File: config.mk
export PLATFORM = sky130hd
export DESIGN_NAME = traffic_light_ctrl
export DESIGN_NICKNAME = d
export VERILOG_FILES = /design/src/rtl/tl_pkg.sv /design/src/rtl/tl_next_phase.sv /design/src/rtl/tl_phase_reg.sv /design/src/rtl/tl_lamp_decode.sv /design/src/rtl/traffic_light_ctrl.sv
export SDC_FILE = /design/constraint.sdc
export NUM_CORES = 1
export LEC_CHECK = 0
export CAP_MARGIN = 20
export CORE_AREA = 2 2 39 41
export DETAILED_ROUTE_END_ITERATION = 8
export DIE_AREA = 0 0 41 43
export GPL_ROUTABILITY_DRIVEN = 1
export PLACE_DENSITY = 0.35
export SYNTH_ARGS = -nofsm -noshare
export SYNTH_HDL_FRONTEND = slang
export SYNTH_SLANG_ARGS = --single-unit
File: constraint.sdc
create_clock -name clk -period 3 [get_ports clk]
set_clock_uncertainty 0.2 [all_clocks]
set_input_delay 0.6 -clock clk [delete_from_list [all_inputs] [get_ports clk]]
set_output_delay 0.6 -clock clk [all_outputs]
set_load 0.01 [all_outputs]
File: src/rtl/tl_pkg.sv
package tl_pkg;

    localparam int PHASE_W = 2;

    typedef enum logic [PHASE_W-1:0] {
        PH_EW_GO   = 2'd0,
        PH_EW_WARN = 2'd1,
        PH_NS_GO   = 2'd2,
        PH_NS_WARN = 2'd3
    } phase_e;

    localparam phase_e PH_RESET = PH_EW_GO;

    typedef enum logic [1:0] {
        ASP_STOP = 2'd0,
        ASP_WARN = 2'd1,
        ASP_GO   = 2'd2
    } aspect_e;

    typedef struct packed {
        logic red_n;
        logic yel_n;
        logic grn_n;
    } lamps_t;

    typedef struct packed {
        aspect_e ns;
        aspect_e ew;
    } aspects_t;

    function automatic lamps_t aspect_to_lamps(aspect_e a);
        lamps_t l;
        l = '{red_n: 1'b1, yel_n: 1'b1, grn_n: 1'b1};
        unique case (a)
            ASP_GO:   l.grn_n = 1'b0;
            ASP_WARN: l.yel_n = 1'b0;
            default:  l.red_n = 1'b0;
        endcase
        return l;
    endfunction

    function automatic aspects_t phase_to_aspects(phase_e p);
        aspects_t a;
        unique case (p)
            PH_EW_GO:   a = '{ns: ASP_STOP, ew: ASP_GO};
            PH_EW_WARN: a = '{ns: ASP_STOP, ew: ASP_WARN};
            PH_NS_GO:   a = '{ns: ASP_GO,   ew: ASP_STOP};
            PH_NS_WARN: a = '{ns: ASP_WARN, ew: ASP_STOP};
            default:    a = '{ns: ASP_STOP, ew: ASP_GO};
        endcase
        return a;
    endfunction

endpackage

File: src/rtl/tl_next_phase.sv
module tl_next_phase
    import tl_pkg::*;
(
    input  phase_e cur_i,
    input  logic   timer_i,
    output phase_e nxt_o
);
    always_comb begin
        unique case (cur_i)
            PH_EW_GO:   nxt_o = timer_i ? PH_EW_WARN : PH_EW_GO;
            PH_EW_WARN: nxt_o = PH_NS_GO;
            PH_NS_GO:   nxt_o = timer_i ? PH_NS_WARN : PH_NS_GO;
            PH_NS_WARN: nxt_o = PH_EW_GO;
            default:    nxt_o = PH_RESET;
        endcase
    end
endmodule

File: src/rtl/tl_phase_reg.sv
module tl_phase_reg
    import tl_pkg::*;
(
    input  logic   clk,
    input  logic   rst,
    input  phase_e nxt_i,
    output phase_e cur_o
);
    always_ff @(posedge clk) begin
        if (rst) cur_o <= PH_RESET;
        else     cur_o <= nxt_i;
    end
endmodule

File: src/rtl/tl_lamp_decode.sv
module tl_lamp_decode
    import tl_pkg::*;
(
    input  phase_e cur_i,
    output lamps_t ns_o,
    output lamps_t ew_o
);
    aspects_t asp;
    always_comb begin
        asp  = phase_to_aspects(cur_i);
        ns_o = aspect_to_lamps(asp.ns);
        ew_o = aspect_to_lamps(asp.ew);
    end
endmodule

File: src/rtl/traffic_light_ctrl.sv
module traffic_light_ctrl
    import tl_pkg::*;
(
    input  logic clk,
    input  logic rst,
    input  logic timer_i,
    output logic ns_red_n,
    output logic ns_yel_n,
    output logic ns_grn_n,
    output logic ew_red_n,
    output logic ew_yel_n,
    output logic ew_grn_n
);
    phase_e cur_q;
    phase_e nxt_d;
    lamps_t ns_l;
    lamps_t ew_l;

    tl_next_phase u_next (
        .cur_i  (cur_q),
        .timer_i(timer_i),
        .nxt_o  (nxt_d)
    );

    tl_phase_reg u_reg (
        .clk  (clk),
        .rst  (rst),
        .nxt_i(nxt_d),
        .cur_o(cur_q)
    );

    tl_lamp_decode u_dec (
        .cur_i(cur_q),
        .ns_o (ns_l),
        .ew_o (ew_l)
    );

    assign ns_red_n = ns_l.red_n;
    assign ns_yel_n = ns_l.yel_n;
    assign ns_grn_n = ns_l.grn_n;
    assign ew_red_n = ew_l.red_n;
    assign ew_yel_n = ew_l.yel_n;
    assign ew_grn_n = ew_l.grn_n;
endmodule

Yosys cells after proc, flatten, opt, wreduce, memory -nomap -nowiden
Cells that the tools add are included.
{"block": "op_classes", "eq_ne": 7, "mux": 10, "n_reduce_logical": 3}
{"cell": "$pmux 4 s4", "n": 1}
{"cell": "$eq 2x2->1 const B", "n": 4}
{"cell": "$mux 1", "n": 8}
{"cell": "$pmux 2 s4", "n": 1}
{"cell": "$eq 2x1->1 const B", "n": 3}
{"cell": "$reduce_or 2->1", "n": 2}
{"cell": "$logic_not 2->1", "n": 1}
{"block": "totals", "regBits": 2, "input_bits": 3, "out_inout_bits": 6, "word_cells": 21}

Depth between registers and ports, before layout
{"block": "depth", "depth_word": 5, "depth_mapped": 4, "mapped_depth_nobuf": 4}

Hierarchy
A second synthesis with hierarchy kept.
{"block": "hier_totals", "cells_unflattened": 15, "hier_area_um2": 122.6}
{"mod": "tl_phase_reg", "n_inst": 1, "cells_each": 4, "area_each_um2": 52.6, "seq_area_each_um2": 40.0}
{"mod": "tl_next_phase", "n_inst": 1, "cells_each": 5, "area_each_um2": 40.0, "seq_area_each_um2": 0.0}
{"mod": "tl_lamp_decode", "n_inst": 1, "cells_each": 6, "area_each_um2": 30.0, "seq_area_each_um2": 0.0}

Worst setup path before layout
OpenSTA, ideal clock, no wires.
{"block": "synth_timing", "path_kind": "flip-flop to output port", "startpoint": "reg u_reg.cur_o[0]", "endpoint": "out ns_red_n", "arrival_ns": 0.807, "t_required_ns": 2.200, "setup_slack_ns": 1.393, "stages_incl_launch_ff": 5, "path_cell_list": "dfxtp_1 -> inv_1 -> ha_1 -> inv_1 -> nand2_1"}
{"block": "synth_via", "elab_chain_cells": 5, "word_cells_on_any_way": 9, "classes_between": "5 x eq/ne; 2 x mux; 2 x reduce/logical"}
{"element": "from (decl)", "line_no": "tl_phase_reg.sv:7", "source": "output phase_e cur_o"}
{"element": "from (signal assigned)", "line_no": "tl_phase_reg.sv:11", "source": "else cur_o <= nxt_i;"}
{"element": "$eq 2x2->1 (tied with other cells)", "line_no": "tl_pkg.sv:44", "source": "unique case (p)"}
{"element": "$pmux 4 s4 *", "line_no": "tl_pkg.sv:44"}
{"element": "$eq 2x2->1 or $eq 2x1->1 (tied branches)", "line_no": "tl_pkg.sv:34", "source": "unique case (a)"}
{"element": "$reduce_or 2->1 (no source line) *"}
{"element": "$mux 1 *", "line_no": "tl_pkg.sv:34"}
{"element": "to (decl)", "line_no": "traffic_light_ctrl.sv:7", "source": "output logic ns_red_n,"}
Every way passes the cells marked *; elsewhere a longest branch is shown, timed or not.

Worst setup path after layout
{"block": "layout_timing", "startpoint": "reg u_reg.cur_o[0]", "endpoint": "out ns_grn_n"}
{"block": "layout_via", "elab_chain_cells": 4, "word_cells_on_any_way": 7, "classes_between": "4 x eq/ne; 2 x mux; 1 x reduce/logical"}
{"element": "$eq 2x2->1 (tied with other cells)", "line_no": "tl_pkg.sv:44"}
{"element": "$pmux 4 s4 *", "line_no": "tl_pkg.sv:44"}
{"element": "$eq 2x2->1 *", "line_no": "tl_pkg.sv:34"}
{"element": "$mux 1 *", "line_no": "tl_pkg.sv:34"}
{"element": "to (decl)", "line_no": "traffic_light_ctrl.sv:9", "source": "output logic ns_grn_n,"}
Marks and branches as above.

==> impl_metrics.env <==
export IMPL_grt_max_degree=4
export IMPL_reg_largest_list="u_reg.cur_o x2"
export IMPL_area_taken_by_multi_input_logic_gates_um2=92.6
export IMPL_worst_pin_slew_ns=0.139
export IMPL_r2r_start="u_reg.cur_o[0]$_SDFF_PP0_"
export IMPL_path_common_cell="sky130_fd_sc_hd__inv_1"
export IMPL_number_of_clock_sinks=2
export IMPL_power_share_switching_pct=26.0
export IMPL_yosys_cell_count_top_type="sky130_fd_sc_hd__inv_1"
export IMPL_avgRoutedWirePerCell_um=6.36
export IMPL_ys_ff_latch=2
export IMPL_initial_core_util_pct=11.2
export IMPL_layout_worst_path_cycle_share_pct=75.1
export IMPL_final_worst_path_period_need_ns=2.25
export IMPL_leading_post_synthesis_cells_by_cell_area="sky130_fd_sc_hd__ha_1 40%, sky130_fd_sc_hd__dfxtp_1 26%, sky130_fd_sc_hd__inv_1 15%, sky130_fd_sc_hd__nor3b_2 8.1%, sky130_fd_sc_hd__nand2_1 4.8%"
export IMPL_setup_tns_ns=0
export IMPL_power_per_cell_area_mw_per_mm2=468
export IMPL_reg2reg_slack_ns=1.84
export IMPL_clock_transition_time_at_the_flip_flop_clock_pins_of_the_worst_setup_and_hold_paths_ns=0.03
export IMPL_flow_area_growth_from_synthesis_pct=79.0
export IMPL_finalInstanceArea_um2=278
export IMPL_synthesis_area_um2=155
export IMPL_drt_pass1_iter_count=1
export IMPL_place_area_um2=255
export IMPL_place_port_buffers=8
export IMPL_synth_nets=26
export IMPL_first_global_vias=132
export IMPL_cts_root_buf="sky130_fd_sc_hd__clkbuf_4"
export IMPL_critical_path_endpoint="ns_grn_n"
export IMPL_largest_register_ff_count=2
export IMPL_worst_path_dominant_cell_family="buffers and inverters"
export IMPL_final_core_util_pct=20.1
export IMPL_yosys_area_top_type_share_pct=40.3
export IMPL_finalSetupViolations=0
export IMPL_critPathRequiredTime_ns=2.20
export IMPL_die_span_in_y_um=43
export IMPL_sum_of_overflow_across_all_layers_after_global_routing=0
export IMPL_worst_skew_pair_late_latency_ns=0.22
export IMPL_worstRegToRegCells=3
export IMPL_grt_first_pass_wirelength_um=483
export IMPL_syn_area_per_cell_um2=8.62
export IMPL_timing_critical_path_buf_inv=3
export IMPL_drive_gt1_share_pct=13.8
export IMPL_place_congestion=0.559
export IMPL_hold_path_startpoint="u_reg.cur_o[1]$_SDFF_PP0_"
export IMPL_hold_viol=0
export IMPL_tritoncts="yes"
export IMPL_clock_tree_htree_level_count=1
export IMPL_finalNetCount=39
export IMPL_io_pins=9
export IMPL_yosys_warnings=0
export IMPL_yosysSeqAreaShare_pct=25.8
export IMPL_remaining_drc_errors=0
export IMPL_ant_nets=0
export IMPL_post_synth_num_cell_types=7
export IMPL_highest_layer="met3"
export IMPL_regArea_um2=40.0
export IMPL_met3WireLength_um=27
export IMPL_worstSetupPathDepth=4
export IMPL_run_status="completed"
export IMPL_worstSetupPathType="reg2out"
export IMPL_fp_dieArea_mm2=0.00176
export IMPL_grt_antenna_before_repair=0
export IMPL_synth_top_cells_by_count="6 x sky130_fd_sc_hd__inv_1, 5 x sky130_fd_sc_hd__ha_1, 2 x sky130_fd_sc_hd__dfxtp_1, 2 x sky130_fd_sc_hd__nand2_1"
export IMPL_rsz_0062_raised_after_global_routing="no"
export IMPL_cap_violations=0
export IMPL_synth_async_sr_flop_share_pct=0
export IMPL_min_delay_path_class="reg2reg"
export IMPL_cpPeakStageDelay_ns=0.53
export IMPL_vdd_drop_max_mv=0.135
export IMPL_critical_path_peak_fanout=3
export IMPL_ys_dominant_reg_cell="sky130_fd_sc_hd__dfxtp_1"
export IMPL_critical_path_slowest_cell="sky130_fd_sc_hd__clkdlybuf4s50_1"
export IMPL_cts_buffers_inserted=3
export IMPL_cts_setup_buffers=0
export IMPL_p_switching_mw=0.0338
export IMPL_fmax_ghz=0.444
export IMPL_power_leakage_nw=0.133
export IMPL_vias=132
export IMPL_regMostFlops="u_reg.cur_o"
export IMPL_fraction_of_power_consumed_by_the_clock_network_pct=45.4
export IMPL_cts_resized_gates=0
export IMPL_drt_first_iter_violations=0
export IMPL_yosysTopAreaCell="sky130_fd_sc_hd__ha_1"
export IMPL_edff_count_synth=0
export IMPL_fillCellCount=156
export IMPL_worst_r2r_endpoint="u_reg.cur_o[1]$_SDFF_PP0_"
export IMPL_routed_met2_length_um=137
export IMPL_horiz_die_dim_um=41
export IMPL_critPathArrivalTime_ns=1.45
export IMPL_pwr_share_comb_pct=30.5
export IMPL_critical_path_startpoint_type="register"
export IMPL_syn_inst=18
export IMPL_crit_path_cell_trace="inv_1, ha_1, inv_1, clkdlybuf4s50_1"
export IMPL_drt_total_wl_um=286
export IMPL_crit_start="u_reg.cur_o[0]$_SDFF_PP0_"
export IMPL_timing_max_slew_rel_slack_pct=90.7
export IMPL_postCtsHoldBufs=0
export IMPL_floorplan_rows=14
export IMPL_internal_power_mw=0.0963
export IMPL_final_max_slew_violation_count=0
export IMPL_num_antenna_cells=0
export IMPL_p_seq_share_pct=24.1
export IMPL_core_area_mm2=0.00138
export IMPL_endpoint_kind="primary output"
export IMPL_wl_met1_um=121
export IMPL_hold_path_depth=3
export IMPL_max_clock_path_buffers=2
export IMPL_routed_via_density=2.93
export IMPL_grt_total_usage_pct=4.71
## worst min-delay path by stage
stage,endpoint,slack (ns)
floorplan,u_reg.cur_o[1]$_SDFF_PP0_,0.43
global placement,u_reg.cur_o[1]$_SDFF_PP0_,0.49
detailed placement,u_reg.cur_o[1]$_SDFF_PP0_,0.50
CTS,u_reg.cur_o[1]$_SDFF_PP0_,0.51
global route,u_reg.cur_o[1]$_SDFF_PP0_,0.56
finish,u_reg.cur_o[1]$_SDFF_PP0_,0.50
## per-stage QoR
stage               total power, mW  instances  setup WS, ns  hold WS, ns
floorplan                    0.0495         18          1.39        0.431
global placement             0.0728         42         0.976        0.489
detailed placement           0.0726         42         0.963        0.505
CTS                           0.137         45         0.719        0.511
global route                  0.142         45         0.618        0.563
finish                        0.130         45         0.747        0.497
## power groups by stage
stage               sequential (mW)  combinational [mW]  clock (mW)
finish                       0.0313              0.0397      0.0590
global route                 0.0319              0.0456      0.0646
CTS                          0.0313              0.0409      0.0645
detailed placement           0.0317              0.0409           0
global placement             0.0317              0.0411           0
floorplan                    0.0313              0.0182           0
## tightest hold or removal path, cell delays in order, from the launching register on
cell and delay [ns]:
sky130_fd_sc_hd__dfxtp_1 0.31, sky130_fd_sc_hd__inv_1 0.10, sky130_fd_sc_hd__ha_1 0.14, sky130_fd_sc_hd__nor2b_1 0.11
## cells in the final DEF, fill, tap and decap left out
| cell | synthesis | routed |
|---|---|---|
| sky130_fd_sc_hd__nand2_1 | 2 | 2 |
| sky130_fd_sc_hd__nor2_1 | 1 | 1 |
| sky130_fd_sc_hd__ha_1 | 5 | 5 |
| sky130_fd_sc_hd__nor2b_1 | 1 | 1 |
| sky130_fd_sc_hd__clkbuf_4 | 0 | 3 |
| sky130_fd_sc_hd__nor3b_2 | 1 | 1 |
| sky130_fd_sc_hd__clkdlybuf4s50_1 | 0 | 8 |
| sky130_fd_sc_hd__inv_1 | 6 | 6 |
| sky130_fd_sc_hd__dfxtp_1 | 2 | 2 |
## area by class of cell
type / instances / area share [%]
repair buffers: 8 / 28.8
flip-flops and latches: 2 / 14.4
well taps: 16 / 7.21
inverters: 6 / 8.11
clock buffers: 3 / 8.11
multi-input cells: 10 / 33.3
## per-layer routing
metal / global-route usage, % / up-vias
li1: - / 72
met1: 4.15 / 52
met2: 5.94 / 8
met3: 3.14 / 0
met4: 6.00 / 0
met5: 0 / -
## logic make-up after synthesis
kind of cell	after synthesis	share of synthesized area [%]
buffers and inverters	6	14.5
adder cells (fa/ha/maj)	5	40.3
AND/OR/NAND/NOR	5	19.4
flip-flops	2	25.8
No activity file was read; power rests on OpenSTA's default activity.
